<file path="src/rtl/trig_cond_pkg.sv">
package trig_cond_pkg;

  typedef enum logic [1:0] {
    TRG_RISE = 2'b00,
    TRG_FALL = 2'b01,
    TRG_HIGH = 2'b10,
    TRG_LOW  = 2'b11
  } trg_mode_e;

  // level modes carry bit 1 set
  function automatic logic mode_is_level(input logic [1:0] m);
    return m[1];
  endfunction

  // a run has qualified once its count reaches the programmed length
  function automatic logic run_qualified(input logic [7:0] cnt, input logic [7:0] len);
    return cnt >= len;
  endfunction

endpackage

</file>
<file path="src/rtl/trig_sync.sv">
module trig_sync #(
  parameter int STAGES = 2
) (
  input  logic clk,
  input  logic rst_n,
  input  logic din,
  output logic dout
);
  logic [STAGES-1:0] chain_q;

  always_ff @(posedge clk or negedge rst_n) begin
    if (!rst_n) chain_q <= '0;
    else        chain_q <= {chain_q[STAGES-2:0], din};
  end

  assign dout = chain_q[STAGES-1];
endmodule

</file>
<file path="src/rtl/trig_filter.sv">
module trig_filter #(
  parameter int LEN_W = 4
) (
  input  logic             clk,
  input  logic             rst_n,
  input  logic             en,
  input  logic             din,
  input  logic [LEN_W-1:0] len,
  output logic             filt_q,
  output logic             accept_w
);
  import trig_cond_pkg::*;

  logic [LEN_W-1:0] run_cnt;
  logic             differs_w;

  assign differs_w = (din != filt_q);
  assign accept_w  = en && differs_w &&
                     run_qualified(8'(run_cnt), 8'(len));

  always_ff @(posedge clk or negedge rst_n) begin
    if (!rst_n) begin
      filt_q  <= 1'b0;
      run_cnt <= '0;
    end else if (!en) begin
      filt_q  <= din;
      run_cnt <= '0;
    end else if (!differs_w) begin
      run_cnt <= '0;
    end else if (accept_w) begin
      filt_q  <= din;
      run_cnt <= '0;
    end else begin
      run_cnt <= run_cnt + 1'b1;
    end
  end

  // an enabled change of filtered state needs a completed run
  assert_filt_run_R3: assert property (@(posedge clk) disable iff (!rst_n)
    (en && $past(en) && (filt_q != $past(filt_q))) |->
      ($past(run_cnt) >= $past(len) && filt_q == $past(din)));
endmodule

</file>
<file path="src/rtl/trig_detect.sv">
module trig_detect (
  input  logic       clk,
  input  logic       rst_n,
  input  logic       en,
  input  logic [1:0] mode,
  input  logic       filt,
  output logic       edge_evt,
  output logic       level_act
);
  import trig_cond_pkg::*;

  logic prev_q, en_q;
  logic rise_w, fall_w, hi_w, lo_w;

  always_ff @(posedge clk or negedge rst_n) begin
    if (!rst_n) begin
      prev_q <= 1'b0;
      en_q   <= 1'b0;
    end else begin
      prev_q <= filt;
      en_q   <= en;
    end
  end

  assign rise_w = en && en_q && filt && !prev_q;
  assign fall_w = en && en_q && !filt && prev_q;
  assign hi_w   = en && filt;
  assign lo_w   = en && !filt;

  always_comb begin
    edge_evt  = 1'b0;
    level_act = 1'b0;
    unique case (trg_mode_e'(mode))
      TRG_RISE: edge_evt  = rise_w;
      TRG_FALL: edge_evt  = fall_w;
      TRG_HIGH: level_act = hi_w;
      TRG_LOW:  level_act = lo_w;
      default:  ;
    endcase
  end

  // edge events never span two cycles
  assert_single_pulse_R5: assert property (@(posedge clk) disable iff (!rst_n)
    edge_evt |=> !edge_evt);

  // output kind matches mode class
  assert_edge_mode_R1: assert property (@(posedge clk) disable iff (!rst_n)
    edge_evt |-> !mode_is_level(mode));
  assert_level_mode_R1: assert property (@(posedge clk) disable iff (!rst_n)
    level_act |-> mode_is_level(mode));
endmodule

</file>
<file path="src/rtl/trig_cond.sv">
module trig_cond #(
  parameter int LEN_W       = 4,
  parameter int SYNC_STAGES = 2
) (
  input  logic             clk,
  input  logic             rst_n,
  input  logic             trig_raw,
  input  logic [1:0]       trig_mode,
  input  logic [LEN_W-1:0] filt_len,
  input  logic             trig_en,
  output logic             trig_filt,
  output logic             edge_evt,
  output logic             level_act
);
  logic sync_w, filt_w, accept_w;

  trig_sync #(.STAGES(SYNC_STAGES)) u_sync (
    .clk(clk), .rst_n(rst_n), .din(trig_raw), .dout(sync_w));

  trig_filter #(.LEN_W(LEN_W)) u_filt (
    .clk(clk), .rst_n(rst_n), .en(trig_en), .din(sync_w),
    .len(filt_len), .filt_q(filt_w), .accept_w(accept_w));

  trig_detect u_det (
    .clk(clk), .rst_n(rst_n), .en(trig_en), .mode(trig_mode),
    .filt(filt_w), .edge_evt(edge_evt), .level_act(level_act));

  assign trig_filt = trig_en && filt_w;

  // disabled block is silent
  assert_off_quiet_R9: assert property (@(posedge clk) disable iff (!rst_n)
    !trig_en |-> (!trig_filt && !edge_evt && !level_act));

  // the first enabled cycle never carries an edge event
  assert_wake_no_evt_R9: assert property (@(posedge clk) disable iff (!rst_n)
    ($past(!trig_en) && trig_en) |-> !edge_evt);

  // an accepted run always flips the filtered level at the next edge
  assert_accept_flip_R3: assert property (@(posedge clk) disable iff (!rst_n)
    accept_w |=> (filt_w != $past(filt_w)));
endmodule

</file>
<file path="config.mk">
export PLATFORM = sky130hd
export DESIGN_NAME = trig_cond
export DESIGN_NICKNAME = d
export VERILOG_FILES = /design/src/rtl/trig_cond_pkg.sv /design/src/rtl/trig_sync.sv /design/src/rtl/trig_filter.sv /design/src/rtl/trig_detect.sv /design/src/rtl/trig_cond.sv
export SDC_FILE = /design/constraint.sdc
export NUM_CORES = 1
export LEC_CHECK = 0
export ABC_AREA = 0
export BUFFER_PORTS_ARGS = -buffer_cell sky130_fd_sc_hd__buf_4
export CAP_MARGIN = 5
export CORE_MARGIN = 2
export CORE_UTILIZATION = 30
export CTS_BUF_LIST = sky130_fd_sc_hd__clkbuf_2
export DETAILED_ROUTE_END_ITERATION = 7
export HOLD_SLACK_MARGIN = 0.03
export PLACE_DENSITY = 0.6
export SLEW_MARGIN = 20
export SYNTH_ARGS = -nofsm -noshare
export SYNTH_HDL_FRONTEND = slang
export SYNTH_HIERARCHICAL = 1
export SYNTH_SLANG_ARGS = --single-unit
</file>
<file path="constraint.sdc">
create_clock -name clk -period 1.52 [get_ports clk]
set_input_delay 0.304 -clock clk [delete_from_list [all_inputs] [get_ports clk]]
set_output_delay 0.304 -clock clk [all_outputs]
set_load 0.05 [all_outputs]
</file>
==> results of run 1 <==
## placed cells by master, fill, tap and decap left out
cell and count:
sky130_fd_sc_hd__xnor2_1 1, sky130_fd_sc_hd__nand3b_1 1, sky130_fd_sc_hd__mux2_4 1, sky130_fd_sc_hd__buf_6 2, sky130_fd_sc_hd__nand3_1 1, sky130_fd_sc_hd__clkbuf_2 4, sky130_fd_sc_hd__o211ai_2 2, sky130_fd_sc_hd__dlygate4sd3_1 1
sky130_fd_sc_hd__dfrtp_1 9, sky130_fd_sc_hd__nand2_1 2, sky130_fd_sc_hd__a21oi_2 1, sky130_fd_sc_hd__ha_1 5, sky130_fd_sc_hd__nor3b_4 1, sky130_fd_sc_hd__xor2_1 3, sky130_fd_sc_hd__o21ai_2 1, sky130_fd_sc_hd__and2_1 1
sky130_fd_sc_hd__a211oi_4 1, sky130_fd_sc_hd__inv_1 5, sky130_fd_sc_hd__and3_1 1, sky130_fd_sc_hd__buf_4 16, sky130_fd_sc_hd__or3b_4 1, sky130_fd_sc_hd__nor3_1 4
## flip-flops by register name, summed over array words and instances, names as in the netlist
signal and cells:
u_det/prev_q 1, u_sync/chain_q 2, u_filt/run_cnt 4, u_det/en_q 1, u_filt/filt_q 1
## area by class of cell
cell class / count / share of cell area [%]
clock buffers: 4 / 2.883
flip-flops and latches: 9 / 32.43
multi-input cells: 27 / 37.12
inverters: 5 / 2.703
repair buffers: 19 / 21.98
well taps: 16 / 2.883
## worst max-delay path: cells and delay by family, from the launching register on
family	cells	cell delay (ns)
flip-flops	1	0.38
AND/OR/NAND/NOR	1	0.41
buffers and inverters	1	0.18
AO/OA/AOI/OAI	1	0.21
## path summary, 6_finish.rpt
kind,from,end,slack [ns],depth (start not counted)
setup / recovery,u_det/prev_q,edge_evt,-0.20,3
hold / removal,trig_raw,u_sync/chain_q[0],0.18,1
setup reg to reg,u_filt/run_cnt[3],u_filt/filt_q,0.08,4
hold reg to reg,u_sync/chain_q[0],u_sync/chain_q[1],0.36,0
max in group asynchronous,rst_n,u_det/en_q,0.97,2
min in group asynchronous,rst_n,u_filt/run_cnt[3],0.42,2
## per-stage QoR
stage	util (%)	std cells	total power, mW	TNS, ns	cell area (µm²)
floorplan	-	41	0.3544	-0.1251	501.7
global placement	42.12	73	0.4126	0	641.9
detailed placement	42.12	73	0.4154	0	641.9
CTS	45.57	80	0.5800	-0.2541	694.4
global route	45.57	80	0.6087	-0.3434	694.4
finish	45.57	80	0.5645	-0.2096	694.4
## report_power, final
group          leakage [nW]  switching (mW)  total [mW]  internal, mW
logic                 0.220          0.0735       0.157        0.0830
registers             0.113         0.00985       0.265         0.255
clock network        0.0166          0.0733       0.143        0.0700
total                 0.349           0.157       0.564         0.408
## routing by layer
| metal | vias up | wire [µm] | track usage (%) |
|---|---|---|---|
| met5 | - | 0 | 0 |
| met1 | 179 | 339 | 12.37 |
| li1 | 188 | - | - |
| met3 | 2 | 44 | 2.449 |
| met2 | 8 | 419 | 17.10 |
| met4 | 0 | 8 | 9.091 |
## repair_timing
action,in CTS,in global routing
hold endpoints to repair,9,0
hold buffers,1,0
setup buffers,2,1
gates resized for setup,2,0
setup endpoints to repair,1,3
pin swaps,1,3
==> reports/qor.yml, run 1 <==
route:
  routed_via_density: 4.713
  detail_route.wirelength_um: 813
  post_route_ant_nets: 0
  drt_drc_violations_left: 0
  avgRoutedWirePerCell_um: 10.16
  drt_first_iter_violations: 0
  via_count: 377
  drt_first_pass_iters: 1
clock_network:
  num_cts_buffers: 3
  max_clock_buf_depth: 2
  cts_tree: "yes"
  cts_sinks: 9
  htree_levels: 1
  cts.clk_slew.worst_paths_ns: 0.08
  cts.root.buffer_cell: "sky130_fd_sc_hd__clkbuf_2"
  insertion_delay_ns: 0.23
worst_setup_path:
  critPathRequiredTime_ns: 1.22
  crit_end_element: "primary output"
  cp_slowest_stage_delay_ns: 0.41
  arrival_ns: 1.41
  worst_path_cell_chain: "or3b_4 -> a211oi_4 -> buf_6"
  setup.worst_path.class: "reg -> out"
  cp_max_fo: 2
  cp_slowest_cell: "sky130_fd_sc_hd__or3b_4"
  critical_path.startpoint_type: "flip-flop"
timing:
  post-route-min-period_ns: 1.715
  maxSlewHeadroom_pct: 86.20
  timing.final.hold_violations: 0
  finalClockSkew_ns: 0.0003696
  finalCritPeriodShare_pct: 112.9
  setup_viol: 2
  max_slew.worst_pin.slew_ns: 0.2069
  finalHoldWorstSlack_ns: 0.1759
  fin_ws_ns: -0.1953
  grt_setup_unrepaired: "true"
  slew_viol_final: 0
  max_freq_mhz: 583.0
final_layout:
  register_area_um2: 225.2
  layout-drive-gt1-share_pct: 46.88
  num_antenna_cells: 0
  final_net_count: 80
  multi_input_area_um2: 257.7
  fillerInstances: 153
  areaGrowthSynthToFinish_pct: 41.22
global_route:
  grt_start_max_net_pins: 10
  number_of_global_route_vias_before_repair: 382
  grt-ovfl-total: 0
  number_of_antenna_violations_at_the_first_check_in_global_routing: 0
  grt_first_pass_wirelength_mm: 1.497
  global_route.usage.total_pct: 10.88
status:
  status: "complete, but fails checks"
  failed_checks: "negative setup slack"
place:
  input_output_buffers: 12
  preCtsSetupSlack_ns: 0.0004546
  detailed_place_hpwl_um: 689.2
  globalplace.congestion: 0.7155
die:
  dieWidth_um: 44.49
  floorplan.core_area_um2: 1524
  floorplan.rows: 14
  floorplan.die_area_um2: 1979
  starting_utilization_of_the_core_area_pct: 32.27
  boundaryPins: 13
  die_height_um: 44.49
synthesis:
  mappedNetlistArea_um2: 491.7
  postSynthCellCount: 41
  synthesis.yosys.warnings: 6
  postSynthNetCount: 56
  synth.avg_cell_area_um2: 11.99
pwr:
  power-per-cell-area_nw_per_um2: 812.9
  leakagePower_nw: 0.3494
  maximum_resistive_drop_on_vdd_v: 0.0003374
run:
  cap_viol_max_count: 0
hold_path:
  worst_hold_path_type: "in -> reg"
(Power assumes the default switching activity.)
==> inputs of run 2 (changes only) <==
CTS_BUF_LIST = default   (was sky130_fd_sc_hd__clkbuf_2)
RECOVER_POWER = 25   (was default)
==> reports/qor.yml, run 2 (same netlist as run 1, synthesis figures left out) <==
pwr:
  leakagePower_nw: 0.3390  # -3.0%
  power.share.clock_pct: 29.5  # +4.1 points
  report.power.total_mw: 0.5887  # +4.3%
  maximum_resistive_drop_on_vdd_v: 0.0004253  # +26%
  switchingPower_mw: 0.1549  # -1.1%
  cellInternalPower_mw: 0.4338  # +6.4%
  power-per-cell-area_nw_per_um2: 853.9  # +5.0%
  power.share.switching_pct: 26.31  # -1.4 points
  share_comb_of_total_power_pct: 25.5  # -2.2 points
  seq_power_share_pct: 45.0  # -1.9 points
final_layout:
  final_common_cell: "sky130_fd_sc_hd__buf_4"
  final_net_count: 79  # -1.3%
  areaGrowthSynthToFinish_pct: 40.20
  registers_with_the_highest_flip_flop_counts: "u_filt/run_cnt: 4 flops, u_sync/chain_q: 2 flops"
  num_antenna_cells: 0  # unchanged
  registers.top_by_ff_count: "u_filt/run_cnt"
  mostFrequentLayoutCells: "sky130_fd_sc_hd__buf_4, sky130_fd_sc_hd__dfrtp_1, sky130_fd_sc_hd__inv_1, sky130_fd_sc_hd__ha_1"
  non_filler_cells_in_the_finished_layout: 79  # -1.3%
  fillerInstances: 154  # +0.65%
  layout-drive-gt1-share_pct: 42.86  # -4.0 points
  post-route-util_pct: 45.24  # -0.33 points
  largest_register_ff_count: 4  # unchanged
clock_network:
  max_clock_buf_depth: 2  # unchanged
  cts.root.buffer_cell: "sky130_fd_sc_hd__clkbuf_4"
  cts.clk_slew.worst_paths_ns: 0.06  # -0.02 ns
  cts_sinks: 9  # unchanged
  num_cts_buffers: 3  # unchanged
  cts_tree: "yes"
  htree_levels: 1  # unchanged
  insertion_delay_ns: 0.25  # +0.02 ns
timing:
  max_slew.worst_pin.slew_ns: 0.4625  # +0.2556 ns
  slew_viol_final: 0  # unchanged
  fin_ws_ns: -0.2070  # -0.01170 ns
  grt_setup_unrepaired: "true"
  finalClockSkew_ns: 0.002043  # +0.001674 ns
  max_freq_mhz: 579.0  # -0.68%
  maxSlewHeadroom_pct: 69.16  # -17 points
  finalCritPeriodShare_pct: 113.6  # +0.77 points
  timing.final.hold_violations: 0  # unchanged
  post-route-min-period_ns: 1.727  # +0.01170 ns
  setup_viol: 2  # unchanged
global_route:
  number_of_antenna_violations_at_the_first_check_in_global_routing: 0  # unchanged
  grt_start_max_net_pins: 10  # unchanged
  grt_first_pass_wirelength_mm: 1.524  # +1.8%
  grt-ovfl-total: 0  # unchanged
  number_of_global_route_vias_before_repair: 386  # +1.0%
  global_route.usage.total_pct: 11.05  # +0.17 points
place:
  input_output_buffers: 12  # unchanged
  detailed_place_hpwl_um: 689.2  # unchanged
  place_inst: 73  # unchanged
  globalplace.congestion: 0.7155  # unchanged
hold_path:
  hold_start: "trig_raw"
  worst_hold_path_type: "in -> reg"
  worstHoldEndpoint: "u_sync/chain_q[0]"
  min_path_cells: 1  # unchanged
die:
  starting_utilization_of_the_core_area_pct: 32.27  # unchanged
  boundaryPins: 13  # unchanged
  floorplan.die_area_um2: 1979  # unchanged
  floorplan.rows: 14  # unchanged
  floorplan.core_area_um2: 1524  # unchanged
  die_height_um: 44.49  # unchanged
  dieWidth_um: 44.49  # unchanged
worst_setup_path:
  crit_end_element: "primary output"
  critical_path.startpoint_type: "flip-flop"
  arrival_ns: 1.42  # about the same
  setup.worst_path.class: "reg -> out"
  cp_max_fo: 2  # unchanged
  r2r_setup_slack_ns: 0.09  # about the same
  critPathRequiredTime_ns: 1.22  # about the same
  crit-reg2reg-capture: "u_filt/filt_q"
  timing.reg2reg.worst_path_depth: 4  # unchanged
  rr_startpoint: "u_filt/run_cnt[1]"
route:
  via_count: 369  # -2.1%
  drt_first_pass_iters: 1  # unchanged
  avgRoutedWirePerCell_um: 10.16  # about the same
  detail_route.wirelength_um: 803  # -1.2%
  post_route_ant_nets: 0  # unchanged
  drt_first_iter_violations: 0  # unchanged
  drt_drc_violations_left: 0  # unchanged
  routed_via_density: 4.671  # -0.88%
run:
  cap_viol_max_count: 0  # unchanged
status:
  status: "complete, but fails checks"
  failed_checks: "negative setup slack"
## run 2: changes by cell type in the layout (fill, tap and decap cells not counted)
cell / change
sky130_fd_sc_hd__clkbuf_1: +2
sky130_fd_sc_hd__buf_4: -3
sky130_fd_sc_hd__clkbuf_4: +4
sky130_fd_sc_hd__clkbuf_2: -4
## run 2: metrics by stage
stage          hold slack (ns)  cell area, µm²  setup TNS (ns)  setup slack [ns]
5_1_grt                 0.1602           689.4         -0.3337           -0.2615
3_5_place_dp            0.1319           641.9               0         0.0004546
4_1_cts                 0.1430           693.2         -0.2655           -0.2364
3_3_place_gp            0.1314           641.9               0           0.01454
2_1_floorplan         0.008409           501.7         -0.1251           -0.1251
6_report                0.1781           689.4         -0.2175           -0.2070
## run 2: critical path, stage by stage (launching register included)
cell,delay [ns]
sky130_fd_sc_hd__dfrtp_1,0.37
sky130_fd_sc_hd__or3b_4,0.40
sky130_fd_sc_hd__a211oi_4,0.21
sky130_fd_sc_hd__buf_6,0.18
## run 2: layout make-up
type | instances | area, µm² | share of cell area [%]
clock buffers | 4 | 26.28 | 3.811
flip-flops and latches | 9 | 225.2 | 32.67
multi-input cells | 27 | 257.7 | 37.39
repair buffers | 18 | 141.4 | 20.51
well taps | 16 | 20.02 | 2.904
inverters | 5 | 18.77 | 2.722
## run 2: worst max-delay path by stage
stage          slack, ns  cells past startpoint  endpoint           from
2_1_floorplan      -0.13                      2  edge_evt  u_filt/filt_q
3_3_place_gp        0.01                      4  edge_evt   trig_mode[0]
3_5_place_dp      0.0005                      4  edge_evt   trig_mode[0]
4_1_cts            -0.24                      3  edge_evt   u_det/prev_q
5_1_grt            -0.26                      3  edge_evt   u_det/prev_q
6_report           -0.21                      3  edge_evt   u_det/prev_q
## run 2: power by group through the flow
stage | registers, mW | clock network [mW] | logic (mW)
floorplan | 0.271 | 0 | 0.0837
global placement | 0.270 | 0 | 0.143
detailed placement | 0.271 | 0 | 0.145
CTS | 0.266 | 0.187 | 0.154
global route | 0.267 | 0.203 | 0.167
finish | 0.265 | 0.173 | 0.150
## run 2: what timing repair did
action	4_1_cts	5_1_grt
pin swaps	1	1
hold buffers	1	0
buffers inserted	1	0
hold endpoints to repair	9	0
gates resized for setup	2	0
endpoints found under the setup margin	1	3
## run 2: per-layer routing
metal / track usage, % / vias up / share of wire (%) / routed length [µm]
li1: - / 185 / - / -
met1: 12.88 / 174 / 42 / 335
met2: 17.10 / 8 / 51 / 413
met3: 2.449 / 2 / 5.6 / 45
met4: 9.091 / 0 / 1.0 / 8
met5: 0 / - / 0 / 0
==> inputs of run 3 (changes only) <==
PLACE_DENSITY = default   (was 0.6)
PLACE_DENSITY_LB_ADDON = 0.25   (was default)
==> reports/qor.yml, run 3 (same netlist as run 1, synthesis figures left out) <==
die:
  floorplan.core_area_um2: 1524  # unchanged
  floorplan.rows: 14  # unchanged
  floorplan.die_area_um2: 1979  # unchanged
  die_height_um: 44.49  # unchanged
  boundaryPins: 13  # unchanged
  starting_utilization_of_the_core_area_pct: 32.27  # unchanged
  dieWidth_um: 44.49  # unchanged
final_layout:
  registers_with_the_highest_flip_flop_counts: "u_filt/run_cnt: 4 flops, u_sync/chain_q: 2 flops"
  finish.instance_area_um2: 704.4  # +2.2%
  largest_register_ff_count: 4  # unchanged
  areaGrowthSynthToFinish_pct: 43.26
  mostFrequentLayoutCells: "sky130_fd_sc_hd__buf_4, sky130_fd_sc_hd__dfrtp_1, sky130_fd_sc_hd__inv_1"
  post-route-util_pct: 46.22  # +0.99 points
  num_antenna_cells: 0  # unchanged
  final_net_count: 78  # -1.3%
  registers.top_by_ff_count: "u_filt/run_cnt"
  layout-drive-gt1-share_pct: 45.16  # +2.3 points
  final_common_cell: "sky130_fd_sc_hd__buf_4"
global_route:
  global_route.usage.total_pct: 11.00  # -0.047 points
  grt-ovfl-total: 0  # unchanged
  number_of_global_route_vias_before_repair: 398  # +3.1%
  grt_start_max_net_pins: 10  # unchanged
  number_of_antenna_violations_at_the_first_check_in_global_routing: 0  # unchanged
  grt_first_pass_wirelength_mm: 1.600  # +5.0%
worst_setup_path:
  cp_slowest_stage_delay_ns: 0.40  # about the same
  crit_end_element: "primary output"
  worst-path-buf-inv: 1  # unchanged
  timing.reg2reg.worst_path_depth: 4  # unchanged
  crit-reg2reg-capture: "u_filt/filt_q"
  arrival_ns: 1.42  # about the same
  cp_top_delay_family: "simple AND/OR/NAND/NOR gates"
  cp_slowest_cell: "sky130_fd_sc_hd__or3b_4"
  critPathRequiredTime_ns: 1.22  # about the same
  r2r_setup_slack_ns: 0.07  # -0.02 ns
  setup.worst_path.class: "reg -> out"
  critical_path.startpoint_type: "flip-flop"
  setup.worst_path.end: "edge_evt"
  rr_startpoint: "u_filt/run_cnt[3]"
  worst_path_cell_chain: "or3b_4 -> a211oi_4 -> buf_6"
  timing.critical_path.from: "u_det/prev_q"
  cp_max_fo: 2  # unchanged
  worstSetupPathDepth: 3  # unchanged
pwr:
  share_comb_of_total_power_pct: 26.7  # +1.2 points
  switchingPower_mw: 0.1597  # +3.1%
  power.share.switching_pct: 26.65  # +0.34 points
  leakagePower_nw: 0.3386  # -0.12%
  power-per-cell-area_nw_per_um2: 850.7  # -0.37%
  power.share.clock_pct: 29.2  # -0.3 points
  seq_power_share_pct: 44.1  # -0.9 points
  cellInternalPower_mw: 0.4396  # +1.3%
  maximum_resistive_drop_on_vdd_v: 0.0005471  # +29%
route:
  drt_first_iter_violations: 1  # +1
  detail_route.wirelength_um: 822  # +2.4%
  post_route_ant_nets: 0  # unchanged
  via_count: 366  # -0.81%
  avgRoutedWirePerCell_um: 10.54  # +3.7%
  drt_drc_violations_left: 0  # unchanged
  routed_via_density: 4.692  # +0.46%
  drt_first_pass_iters: 2  # +1
timing:
  max_freq_mhz: 581.3  # +0.39%
  max_slew.worst_pin.slew_ns: 0.4616  # -0.0009761 ns
  maxSlewHeadroom_pct: 69.23  # about the same
  setup_tns_ns: -0.2003  # +0.01724 ns
  grt_setup_unrepaired: "true"
  finalCritPeriodShare_pct: 113.2  # -0.45 points
  setup_viol: 1  # -1
  finalClockSkew_ns: 0.001265  # -0.0007785 ns
  timing.final.hold_violations: 0  # unchanged
  post-route-min-period_ns: 1.720  # -0.006766 ns
  slew_viol_final: 0  # unchanged
  fin_ws_ns: -0.2003  # +0.006766 ns
hold_path:
  worst_hold_path_type: "in -> reg"
clock_network:
  cts_sinks: 9  # unchanged
  htree_levels: 1  # unchanged
  num_cts_buffers: 3  # unchanged
  cts.clk_slew.worst_paths_ns: 0.06  # about the same
  cts_tree: "yes"
  max_clock_buf_depth: 2  # unchanged
  insertion_delay_ns: 0.25  # about the same
  cts.root.buffer_cell: "sky130_fd_sc_hd__clkbuf_4"
place:
  place_area_um2: 634.4  # -1.2%
  globalplace.congestion: 0.7307  # +2.1%
  input_output_buffers: 12  # unchanged
  detailed_place_hpwl_um: 683.8  # -0.78%
status:
  status: "complete, but fails checks"
  failed_checks: "negative setup slack"
run:
  cap_viol_max_count: 0  # unchanged
==> run 3: changes by cell type in the layout (fill, tap and decap cells not counted) <==
cell | before | now
sky130_fd_sc_hd__ha_4 | 0 | 1
sky130_fd_sc_hd__buf_6 | 2 | 4
sky130_fd_sc_hd__buf_4 | 13 | 10
sky130_fd_sc_hd__and2_4 | 0 | 1
sky130_fd_sc_hd__and2_1 | 1 | 0
sky130_fd_sc_hd__ha_1 | 5 | 4
==> run 3: layout make-up <==
| cell class | count | area, µm² |
|---|---|---|
| fillers | 147 | 819.5 |
| multi-input cells | 27 | 272.8 |
| flip-flops and latches | 9 | 225.2 |
| repair buffers | 17 | 141.4 |
| clock buffers | 4 | 26.28 |
| well taps | 16 | 20.02 |
| inverters | 5 | 18.77 |
==> run 3: repair_timing <==
item / 4_1_cts / 5_1_grt
endpoints found under the setup margin: 1 / 4
setup buffers: 1 / 0
pin swaps: 1 / 1
gates resized for setup: 4 / 2
hold endpoints to repair: 9 / 0
hold buffers: 1 / 0
==> run 3: worst min path at each step <==
stage | from | end | slack [ns] | cells past startpoint
floorplan | rst_n | u_det/en_q | 0.008 | 0
global placement | rst_n | u_filt/run_cnt[1] | 0.13 | 1
detailed placement | rst_n | u_sync/chain_q[0] | 0.13 | 1
CTS | trig_raw | u_sync/chain_q[0] | 0.14 | 1
global route | trig_raw | u_sync/chain_q[0] | 0.16 | 1
finish | trig_raw | u_sync/chain_q[0] | 0.18 | 1
==> run 3: worst reg2reg max path: stages (launching register included) <==
cell and delay [ns]:
sky130_fd_sc_hd__dfrtp_1 0.40, sky130_fd_sc_hd__ha_1 0.32, sky130_fd_sc_hd__a21oi_2 0.19, sky130_fd_sc_hd__o211ai_2 0.12
sky130_fd_sc_hd__mux2_4 0.30
==> run 3: per-layer routing <==
layer | GRT usage (%) | wire [µm] | up-vias
li1 | - | - | 186
met1 | 12.76 | 364 | 172
met2 | 18.84 | 418 | 8
met3 | 4.898 | 39 | 0
met4 | 1.818 | 0 | 0
met5 | 0 | 0 | -
==> run 3: stage by stage <==
step,instances,power [mW],hold WS [ns],setup slack [ns]
after floorplan,41,0.3544,0.008409,-0.1251
after global placement,72,0.4095,0.1313,0.009798
after detailed placement,72,0.4105,0.1301,0.00007161
after CTS,78,0.6041,0.1440,-0.2123
after global routing,78,0.6414,0.1577,-0.2664
final,78,0.5993,0.1776,-0.2003
==> run 3: power by group through the flow <==
stage	sequential (mW)	combinational [mW]	clock (mW)
after CTS	0.265	0.155	0.184
after floorplan	0.271	0.0837	0
after global placement	0.270	0.140	0
after detailed placement	0.270	0.140	0
final	0.265	0.160	0.175
after global routing	0.267	0.178	0.197
